## config.mk

```make
export PLATFORM = sky130hd
export DESIGN_NAME = dbg_key_reset_ctrl
export DESIGN_NICKNAME = d
export VERILOG_FILES = /design/src/rtl/dkr_pkg.sv /design/src/rtl/dkr_key_shift.sv /design/src/rtl/dkr_key_match.sv /design/src/rtl/dkr_mode_seq.sv /design/src/rtl/dbg_key_reset_ctrl.sv
export SDC_FILE = /design/constraint.sdc
export NUM_CORES = 1
export LEC_CHECK = 0
export BUFFER_PORTS_ARGS = -buffer_cell sky130_fd_sc_hd__buf_2
export CAP_MARGIN = 20
export CELL_PAD_IN_SITES_DETAIL_PLACEMENT = 0
export CELL_PAD_IN_SITES_GLOBAL_PLACEMENT = 1
export CORE_ASPECT_RATIO = 1.2
export CORE_MARGIN = 2
export CORE_UTILIZATION = 44
export DETAILED_ROUTE_END_ITERATION = 6
export PLACE_DENSITY_LB_ADDON = 0.15
export SLEW_MARGIN = 20
export SYNTH_ARGS = -nofsm -noshare
export SYNTH_HDL_FRONTEND = slang
export SYNTH_HIERARCHICAL = 1
export SYNTH_SLANG_ARGS = --single-unit
```

## constraint.sdc

```tcl
create_clock -name clk -period 3.42 [get_ports clk]
set_input_delay 0.171 -clock clk [delete_from_list [all_inputs] [get_ports clk]]
set_output_delay 0.171 -clock clk [all_outputs]
set_load 0.005 [all_outputs]
```

## src/rtl/dkr_pkg.sv

```systemverilog
package dkr_pkg;
  localparam int BYTE_W    = 8;
  localparam int KEY_BYTES = 8;
  localparam int KEY_W     = BYTE_W * KEY_BYTES;
  localparam int IDX_W     = 4;
  localparam int NUM_KEYS  = 3;

  // key slot numbers
  localparam int K_ERASE = 0;
  localparam int K_NVM   = 1;
  localparam int K_UROW  = 2;

  // register indices
  localparam logic [IDX_W-1:0] IDX_KSTAT   = 4'h7;
  localparam logic [IDX_W-1:0] IDX_RSTREQ  = 4'h8;
  localparam logic [IDX_W-1:0] IDX_SYSSTAT = 4'hB;

  localparam logic [BYTE_W-1:0] RST_SIG = 8'h59;

  // key status bit positions
  localparam int KB_ERASE = 3;
  localparam int KB_NVM   = 4;
  localparam int KB_UROW  = 5;
  // system status bit positions
  localparam int SB_RST  = 5;
  localparam int SB_NVM  = 3;
  localparam int SB_UROW = 2;
  localparam int SB_LOCK = 0;

  // first transmitted byte sits in the least significant byte
  localparam logic [KEY_W-1:0] PAT_ERASE = 64'h4E56_4D45_7261_7365;
  localparam logic [KEY_W-1:0] PAT_NVM   = 64'h4E56_4D50_726F_6720;
  localparam logic [KEY_W-1:0] PAT_UROW  = 64'h4E56_4D55_776F_7275;
  localparam logic [NUM_KEYS*KEY_W-1:0] PAT_TABLE = {PAT_UROW, PAT_NVM, PAT_ERASE};

  typedef enum logic [0:0] {SEQ_IDLE, SEQ_ERASE} seq_state_e;
endpackage

```

## src/rtl/dkr_key_shift.sv

```systemverilog
module dkr_key_shift #(
  parameter int BYTE_W    = 8,
  parameter int KEY_BYTES = 8
) (
  input  logic                        clk,
  input  logic                        rst_n,
  input  logic                        start,
  input  logic                        valid,
  input  logic [BYTE_W-1:0]           byte_in,
  output logic [BYTE_W*KEY_BYTES-1:0] key,
  output logic                        done
);
  localparam int KEY_W = BYTE_W * KEY_BYTES;
  localparam int CNT_W = $clog2(KEY_BYTES + 1);
  localparam logic [CNT_W-1:0] CNT_FULL = CNT_W'(KEY_BYTES);
  localparam logic [CNT_W-1:0] CNT_LAST = CNT_W'(KEY_BYTES - 1);

  logic [CNT_W-1:0] cnt_q, cnt_d;
  logic [KEY_W-1:0] key_q, key_d;
  logic             done_q, done_d;
  logic             key_en;

  always_comb begin
    cnt_d  = cnt_q;
    key_d  = key_q;
    done_d = 1'b0;
    key_en = 1'b0;
    if (start) begin
      cnt_d  = '0;
      key_d  = '0;
      key_en = 1'b1;
    end else if (valid && (cnt_q < CNT_FULL)) begin
      key_d  = {byte_in, key_q[KEY_W-1:BYTE_W]};
      cnt_d  = cnt_q + CNT_W'(1);
      done_d = (cnt_q == CNT_LAST);
      key_en = 1'b1;
    end
  end

  always_ff @(posedge clk or negedge rst_n) begin
    if (!rst_n) begin
      cnt_q  <= '0;
      done_q <= 1'b0;
    end else begin
      cnt_q  <= cnt_d;
      done_q <= done_d;
    end
  end

  always_ff @(posedge clk or negedge rst_n) begin
    if (!rst_n)      key_q <= '0;
    else if (key_en) key_q <= key_d;
  end

  assign key  = key_q;
  assign done = done_q;


  cnt_bound_chk: assert property (@(posedge clk) disable iff (!rst_n)
    cnt_q <= CNT_FULL);

  done_once_chk: assert property (@(posedge clk) disable iff (!rst_n)
    done_q |-> (cnt_q == CNT_FULL));
endmodule

```

## src/rtl/dkr_key_match.sv

```systemverilog
module dkr_key_match #(
  parameter int KEY_W    = 64,
  parameter int NUM_KEYS = 3,
  parameter logic [NUM_KEYS*KEY_W-1:0] PATTERNS = '0
) (
  input  logic                clk,
  input  logic                rst_n,
  input  logic                key_done,
  input  logic [KEY_W-1:0]    key,
  output logic [NUM_KEYS-1:0] hit
);
  for (genvar k = 0; k < NUM_KEYS; k++) begin : g_cmp
    assign hit[k] = key_done && (key == PATTERNS[k*KEY_W +: KEY_W]);
  end


  one_hit_chk: assert property (@(posedge clk) disable iff (!rst_n)
    $onehot0(hit));
endmodule

```

## src/rtl/dkr_mode_seq.sv

```systemverilog
module dkr_mode_seq
  import dkr_pkg::*;
#(
  parameter int NKEYS = 3
) (
  input  logic             clk,
  input  logic             rst_n,
  input  logic             link_dis,
  input  logic             key_done,
  input  logic [NKEYS-1:0] hit,
  input  logic             rst_req,
  input  logic             lock_in,
  input  logic             erase_done,
  output logic [NKEYS-1:0] kstat,
  output logic             erase_req,
  output logic             nvm_prog,
  output logic             urow_prog,
  output logic             locked
);
  logic [NKEYS-1:0] kst_q, kst_d;
  logic             rst_d_q;
  seq_state_e       state_q, state_d;
  logic             pend_q, pend_d;
  logic             erased_q, erased_d;
  logic             nvm_q, nvm_d;
  logic             urow_q, urow_d;
  logic             rel, eval, fin;

  assign rel    = rst_d_q & ~rst_req;
  assign eval   = key_done & ~rst_req & ~link_dis;
  assign fin    = (state_q == SEQ_ERASE) & erase_done;
  assign locked = lock_in & ~erased_q;

  always_comb begin
    kst_d    = kst_q;
    state_d  = state_q;
    pend_d   = pend_q;
    erased_d = erased_q;
    nvm_d    = nvm_q;
    urow_d   = urow_q;
    if (eval) kst_d = kst_q | hit;
    if (rel) begin
      if (kst_q[K_UROW]) begin
        urow_d        = 1'b1;
        kst_d[K_UROW] = 1'b0;
      end
      if (kst_q[K_NVM]) begin
        if (!locked) begin
          nvm_d        = 1'b1;
          kst_d[K_NVM] = 1'b0;
        end else if (kst_q[K_ERASE] && (state_q == SEQ_IDLE)) begin
          pend_d = 1'b1;
        end
      end
      if (kst_q[K_ERASE] && (state_q == SEQ_IDLE)) state_d = SEQ_ERASE;
    end
    if (fin) begin
      state_d        = SEQ_IDLE;
      erased_d       = 1'b1;
      kst_d[K_ERASE] = 1'b0;
      if (pend_q) begin
        nvm_d        = 1'b1;
        kst_d[K_NVM] = 1'b0;
        pend_d       = 1'b0;
      end
    end
    if (link_dis) begin
      kst_d  = '0;
      nvm_d  = 1'b0;
      urow_d = 1'b0;
      pend_d = 1'b0;
    end
  end

  always_ff @(posedge clk or negedge rst_n) begin
    if (!rst_n) begin
      kst_q    <= '0;
      rst_d_q  <= 1'b0;
      state_q  <= SEQ_IDLE;
      pend_q   <= 1'b0;
      erased_q <= 1'b0;
      nvm_q    <= 1'b0;
      urow_q   <= 1'b0;
    end else begin
      kst_q    <= kst_d;
      rst_d_q  <= rst_req;
      state_q  <= state_d;
      pend_q   <= pend_d;
      erased_q <= erased_d;
      nvm_q    <= nvm_d;
      urow_q   <= urow_d;
    end
  end

  assign kstat     = kst_q;
  assign erase_req = (state_q == SEQ_ERASE);
  assign nvm_prog  = nvm_q;
  assign urow_prog = urow_q;


  key_eval_chk: assert property (@(posedge clk) disable iff (!rst_n)
    ($rose(kst_q[K_NVM]) || $rose(kst_q[K_ERASE]) || $rose(kst_q[K_UROW]))
      |-> $past(key_done && !rst_req));

  erase_start_chk: assert property (@(posedge clk) disable iff (!rst_n)
    $rose(erase_req) |-> $past(rst_d_q && !rst_req));

  erase_hold_chk: assert property (@(posedge clk) disable iff (!rst_n)
    (erase_req && !erase_done) |=> erase_req);

  nvm_entry_chk: assert property (@(posedge clk) disable iff (!rst_n)
    $rose(nvm_prog) |-> ($past(rst_d_q && !rst_req) || $past(erase_req && erase_done)));

  dis_clear_chk: assert property (@(posedge clk) disable iff (!rst_n)
    link_dis |=> (kst_q == '0 && !nvm_prog && !urow_prog));
endmodule

```

## src/rtl/dbg_key_reset_ctrl.sv

```systemverilog
module dbg_key_reset_ctrl
  import dkr_pkg::*;
#(
  parameter logic [NUM_KEYS*KEY_W-1:0] PATTERNS = PAT_TABLE
) (
  input  logic              clk,
  input  logic              rst_n,
  input  logic              link_dis,
  input  logic              key_start,
  input  logic              key_valid,
  input  logic [BYTE_W-1:0] key_byte,
  input  logic [IDX_W-1:0]  csr_idx,
  input  logic              csr_we,
  input  logic [BYTE_W-1:0] csr_wdata,
  output logic [BYTE_W-1:0] csr_rdata,
  input  logic              lock_in,
  output logic              sys_rst_req,
  output logic              erase_req,
  input  logic              erase_done,
  output logic              nvm_prog_en,
  output logic              urow_prog_en
);
  logic [KEY_W-1:0]    key_vec;
  logic                key_done;
  logic [NUM_KEYS-1:0] hit;
  logic [NUM_KEYS-1:0] kstat;
  logic                locked;
  logic                rst_req_q, rst_req_d, rst_req_en;

  dkr_key_shift #(.BYTE_W(BYTE_W), .KEY_BYTES(KEY_BYTES)) shift_i (
    .clk(clk), .rst_n(rst_n), .start(key_start), .valid(key_valid),
    .byte_in(key_byte), .key(key_vec), .done(key_done));

  dkr_key_match #(.KEY_W(KEY_W), .NUM_KEYS(NUM_KEYS), .PATTERNS(PATTERNS)) match_i (
    .clk(clk), .rst_n(rst_n), .key_done(key_done), .key(key_vec), .hit(hit));

  dkr_mode_seq #(.NKEYS(NUM_KEYS)) seq_i (
    .clk(clk), .rst_n(rst_n), .link_dis(link_dis), .key_done(key_done),
    .hit(hit), .rst_req(rst_req_q), .lock_in(lock_in), .erase_done(erase_done),
    .kstat(kstat), .erase_req(erase_req), .nvm_prog(nvm_prog_en),
    .urow_prog(urow_prog_en), .locked(locked));

  always_comb begin
    rst_req_en = csr_we && (csr_idx == IDX_RSTREQ);
    rst_req_d  = (csr_wdata == RST_SIG);
  end

  always_ff @(posedge clk or negedge rst_n) begin
    if (!rst_n)          rst_req_q <= 1'b0;
    else if (rst_req_en) rst_req_q <= rst_req_d;
  end

  assign sys_rst_req = rst_req_q;

  always_comb begin
    csr_rdata = '0;
    unique case (csr_idx)
      IDX_KSTAT: begin
        csr_rdata[KB_ERASE] = kstat[K_ERASE];
        csr_rdata[KB_NVM]   = kstat[K_NVM];
        csr_rdata[KB_UROW]  = kstat[K_UROW];
      end
      IDX_RSTREQ:  csr_rdata = rst_req_q ? RST_SIG : '0;
      IDX_SYSSTAT: begin
        csr_rdata[SB_RST]  = rst_req_q;
        csr_rdata[SB_NVM]  = nvm_prog_en;
        csr_rdata[SB_UROW] = urow_prog_en;
        csr_rdata[SB_LOCK] = locked;
      end
      default: csr_rdata = '0;
    endcase
  end


  rst_rise_chk: assert property (@(posedge clk) disable iff (!rst_n)
    $rose(sys_rst_req) |-> $past(csr_we && csr_idx == IDX_RSTREQ && csr_wdata == RST_SIG));

  rst_keep_chk: assert property (@(posedge clk) disable iff (!rst_n)
    (sys_rst_req && !(csr_we && csr_idx == IDX_RSTREQ)) |=> sys_rst_req);
endmodule

```

==> results.md <==
- P&R area growth vs syn: 12.5%
- DRT Pass-1 Iters: 4
- Vias in the first global route: 2811
- Largest family of logic cells by synthesized area: simple AND/OR/NAND/NOR gates
- Bufs on Longest Clock Path: 2
- Crit-path cells: or4b_1 > or4_1 > or4_4 > nor4_2 > a21oi_1 > nor4_2
- Clock slew at reported path FFs: 0.08 ns
- Global-route met2 utilization: 0.330
- Placed Area: 3780 um2
- Cells after Synth: 392
- Layout cell share with drive strength beyond 1: 0.157
- DP Worst Slack: 0.857 ns
- Rel. slew slack: 0.372
- Clock sink count: 79
- Leakage: 1.71 nW
- CP startpoint kind: register
- Post-Synth XOR/XNOR Area: 0.00490
- Synth cell types: 47
- Post-synth EDFFs: 0
- DRC: 0
- RSZ-0062 raised after global routing: false
- Final setup margin: 0.828 ns
- Crit path required time: about 3.7 ns
- Pwr Total: around 1.9 mW
- Overflow after GRT: 0
- Largest net degree at the start of global routing: 80
- Arr. time, crit path: between 2 and 3 ns
- Latest clock arrival within the worst-skew pair: 0.34 ns
- Fmax: 0.386 GHz
- Synth top area cells: dfrtp_1 (55%), nand2_1 (15%), a21oi_1 (9.8%), nand4b_1 (1.7%), buf_4 (1.5%)
- Synth top area share: 0.553
- Hold Crit Start: erase_done
- Synth Area in Adders: 0.00350
- Top FF cell, synth: dfrtp_1
- Sequential fraction of the synthesis area: 0.553
- Fin. Hold Viols: 0
- Final design utilization: 0.502
- Worst path slowest cell: or4b_1
- Final net count: 450
- First-pass GRT wire length: roughly 14000 um
- DR vias/cell: 5.40
- Hold Slack: between 0.04 and 0.05 ns
- Post-Syn Area: 3580 um2
- Final min period: between 2 and 3 ns
- Cells on worst reg2reg path: 6
- Post-route non-filler standard cell count: roughly 520
- Crit Path Category: reg -> reg
- R2R setup slack: 0.83 ns
- I/O Buffers: 37
- YS warnings: 6
- Sum of negative setup slack: 0 ns
- Maximum VDD drop: ~0.00024 V
- Worst reg2reg path endpoint: seq_i/kstat[1]
- Synth Area in Compound Gates: 0.115
- Post-Syn Area per Cell: approximately 9.1 um2
- Crit path top cell by count: nor4_2
- Hold Path Class: in -> reg
- Met3 Use GR: 0.0280
- Setup Skew: 0.0107 ns
- Footprint of the multi-input gates: approximately 1500 um2
- Worst slew pin tran: roughly 0.94 ns
- Hpwl dp: between 5000 and 6000 um
- Initial DRC count: approximately 160
- Status: complete, no violations
- Post-DRT Antenna Nets: 0
- DIE AREA: between 8000 and 9000 um2
- Top-count cell post-synth: nand2_1
- FP Rows: 36
- Core area: about 8000 um2
- Die X: 86.3 um
- Critical path peak fanout: 3
- Post-CTS setup repair buffer count: 0
- Mux contribution to synthesized area: 0.00280
- Final worst-path cycle share: 0.758
- Async set-reset flop share out of synthesis: 1.00
- Fill cells: about 800
- CP max stage delay: 0.52 ns
- Cell taking the most area after synthesis: dfrtp_1
- Max Cap Violations: 0
- Final-report max-slew violation count: 0
- Initial antenna violation count: 0
- Top Ports: 40
- WHS Path Cells: 2
- FF/Latch Area: ~2000 um2
- Worst r2r src: shift_i/key[45]
- Post-synthesis simple-gate area fraction: 0.280
- CP Capture Type: register
- WHS Endpoint: seq_i/kstat[0]
- Clock buffer count from CTS: 9
- Yosys reg bits: 79
- GP Congestion: around 0.75
- P per Cell Area: around 460 nW/um2
- Commonest cells in the netlist: nand2_1 (139), dfrtp_1 (79), a21oi_1 (70), buf_2 (9), clkbuf_1 (8)
- Final setup viols: 0
- Die height: 103 um
- TritonCTS clock tree: yes
- Total routed wirelength: 8090 um
- ANT cells: 0
- Clock Tree Root: clkbuf_8
- Total GRT Usage: 0.198
- Placed insts: slightly above 500
- Initial Util: 0.446
- Most Crowded Layer GR: met2
- M1 GR Usage: 0.268
- Post-route cell area: 4020 um2
- H-tree Lvls: 3
- Wirelength per Cell: 15.5 um
- Via Count: between 2000 and 3000
==> report_power, final <==
group,total (mW),leakage [nW],internal [mW],switching (mW)
Clock,0.773,0.114,0.451,0.322
Combinational,0.118,0.511,0.0369,0.0815
Sequential,0.968,1.09,0.951,0.0175
Total,1.86,1.71,1.44,0.421
==> layer usage <==
layer | vias to the layer above | part of all wire
met1 | 1380 | 0.47
li1 | 1375 | -
met5 | - | 0
met2 | 46 | 0.49
met4 | 0 | 0.017
met3 | 12 | 0.026
==> cells by family after synthesis <==
family / count (synthesis)
AND/OR/NAND/NOR: 201
AO/OA/AOI/OAI: 79
flip-flops: 79
buffers and inverters: 28
XOR/XNOR: 2
adder cells (fa/ha/maj): 1
other: 1
multiplexers: 1
==> sequential cells by signal, summed over array words and instances (netlist names) <==
name             count
seq_i/erase_req      1
seq_i/erased_q       1
seq_i/kstat          3
seq_i/nvm_prog       1
seq_i/pend_q         1
seq_i/rst_d_q        1
seq_i/urow_prog      1
shift_i/cnt_q        4
shift_i/done         1
shift_i/key         64
sys_rst_req          1
==> worst max path at each step <==
stage / slack (ns) / depth (start not counted) / from / to
2_1_floorplan: 0.99 / 6 / shift_i/key[45] / seq_i/kstat[0]
4_1_cts: 0.83 / 6 / shift_i/key[45] / seq_i/kstat[1]
3_3_place_gp: 0.89 / 6 / shift_i/key[45] / seq_i/kstat[0]
5_1_grt: 0.67 / 6 / shift_i/key[45] / seq_i/kstat[1]
6_report: 0.83 / 6 / shift_i/key[45] / seq_i/kstat[1]
3_5_place_dp: 0.86 / 6 / shift_i/key[45] / seq_i/kstat[0]
==> what timing repair did <==
| action | 4_1_cts | 5_1_grt |
|---|---|---|
| resized for setup | 0 | 0 |
| setup endpoints to repair | 0 | 0 |
| hold buffers | 0 | 1 |
| endpoints found under the hold margin | 0 | 79 |
==> cells in the final DEF, fill, tap and decap left out, types with 4 or more instances in the layout <==
cell type,n
dfrtp_1,79
inv_1,4
clkbuf_8,11
nand3_1,4
nor2_1,7
nand4b_1,7
a21oi_1,70
nand2b_1,4
buf_2,36
nand2_1,139
==> cell type report <==
class,count,share of cell area
Clock buffer,13,0.0395
Clock inverter,3,0.0162
Inverter,4,0.00373
Multi-Input combinational cell,286,0.364
Sequential cell,79,0.491
Tap cell,95,0.0295
Timing Repair Buffer,41,0.0557
==> worst max-delay path: cells and delay by family, from the launching register on <==
| kind | cells | cell delay, ns |
|---|---|---|
| simple gates | 5 | 1.98 |
| flops | 1 | 0.39 |
| compound gates | 1 | 0.12 |
Power figures use the tool's default switching activity.
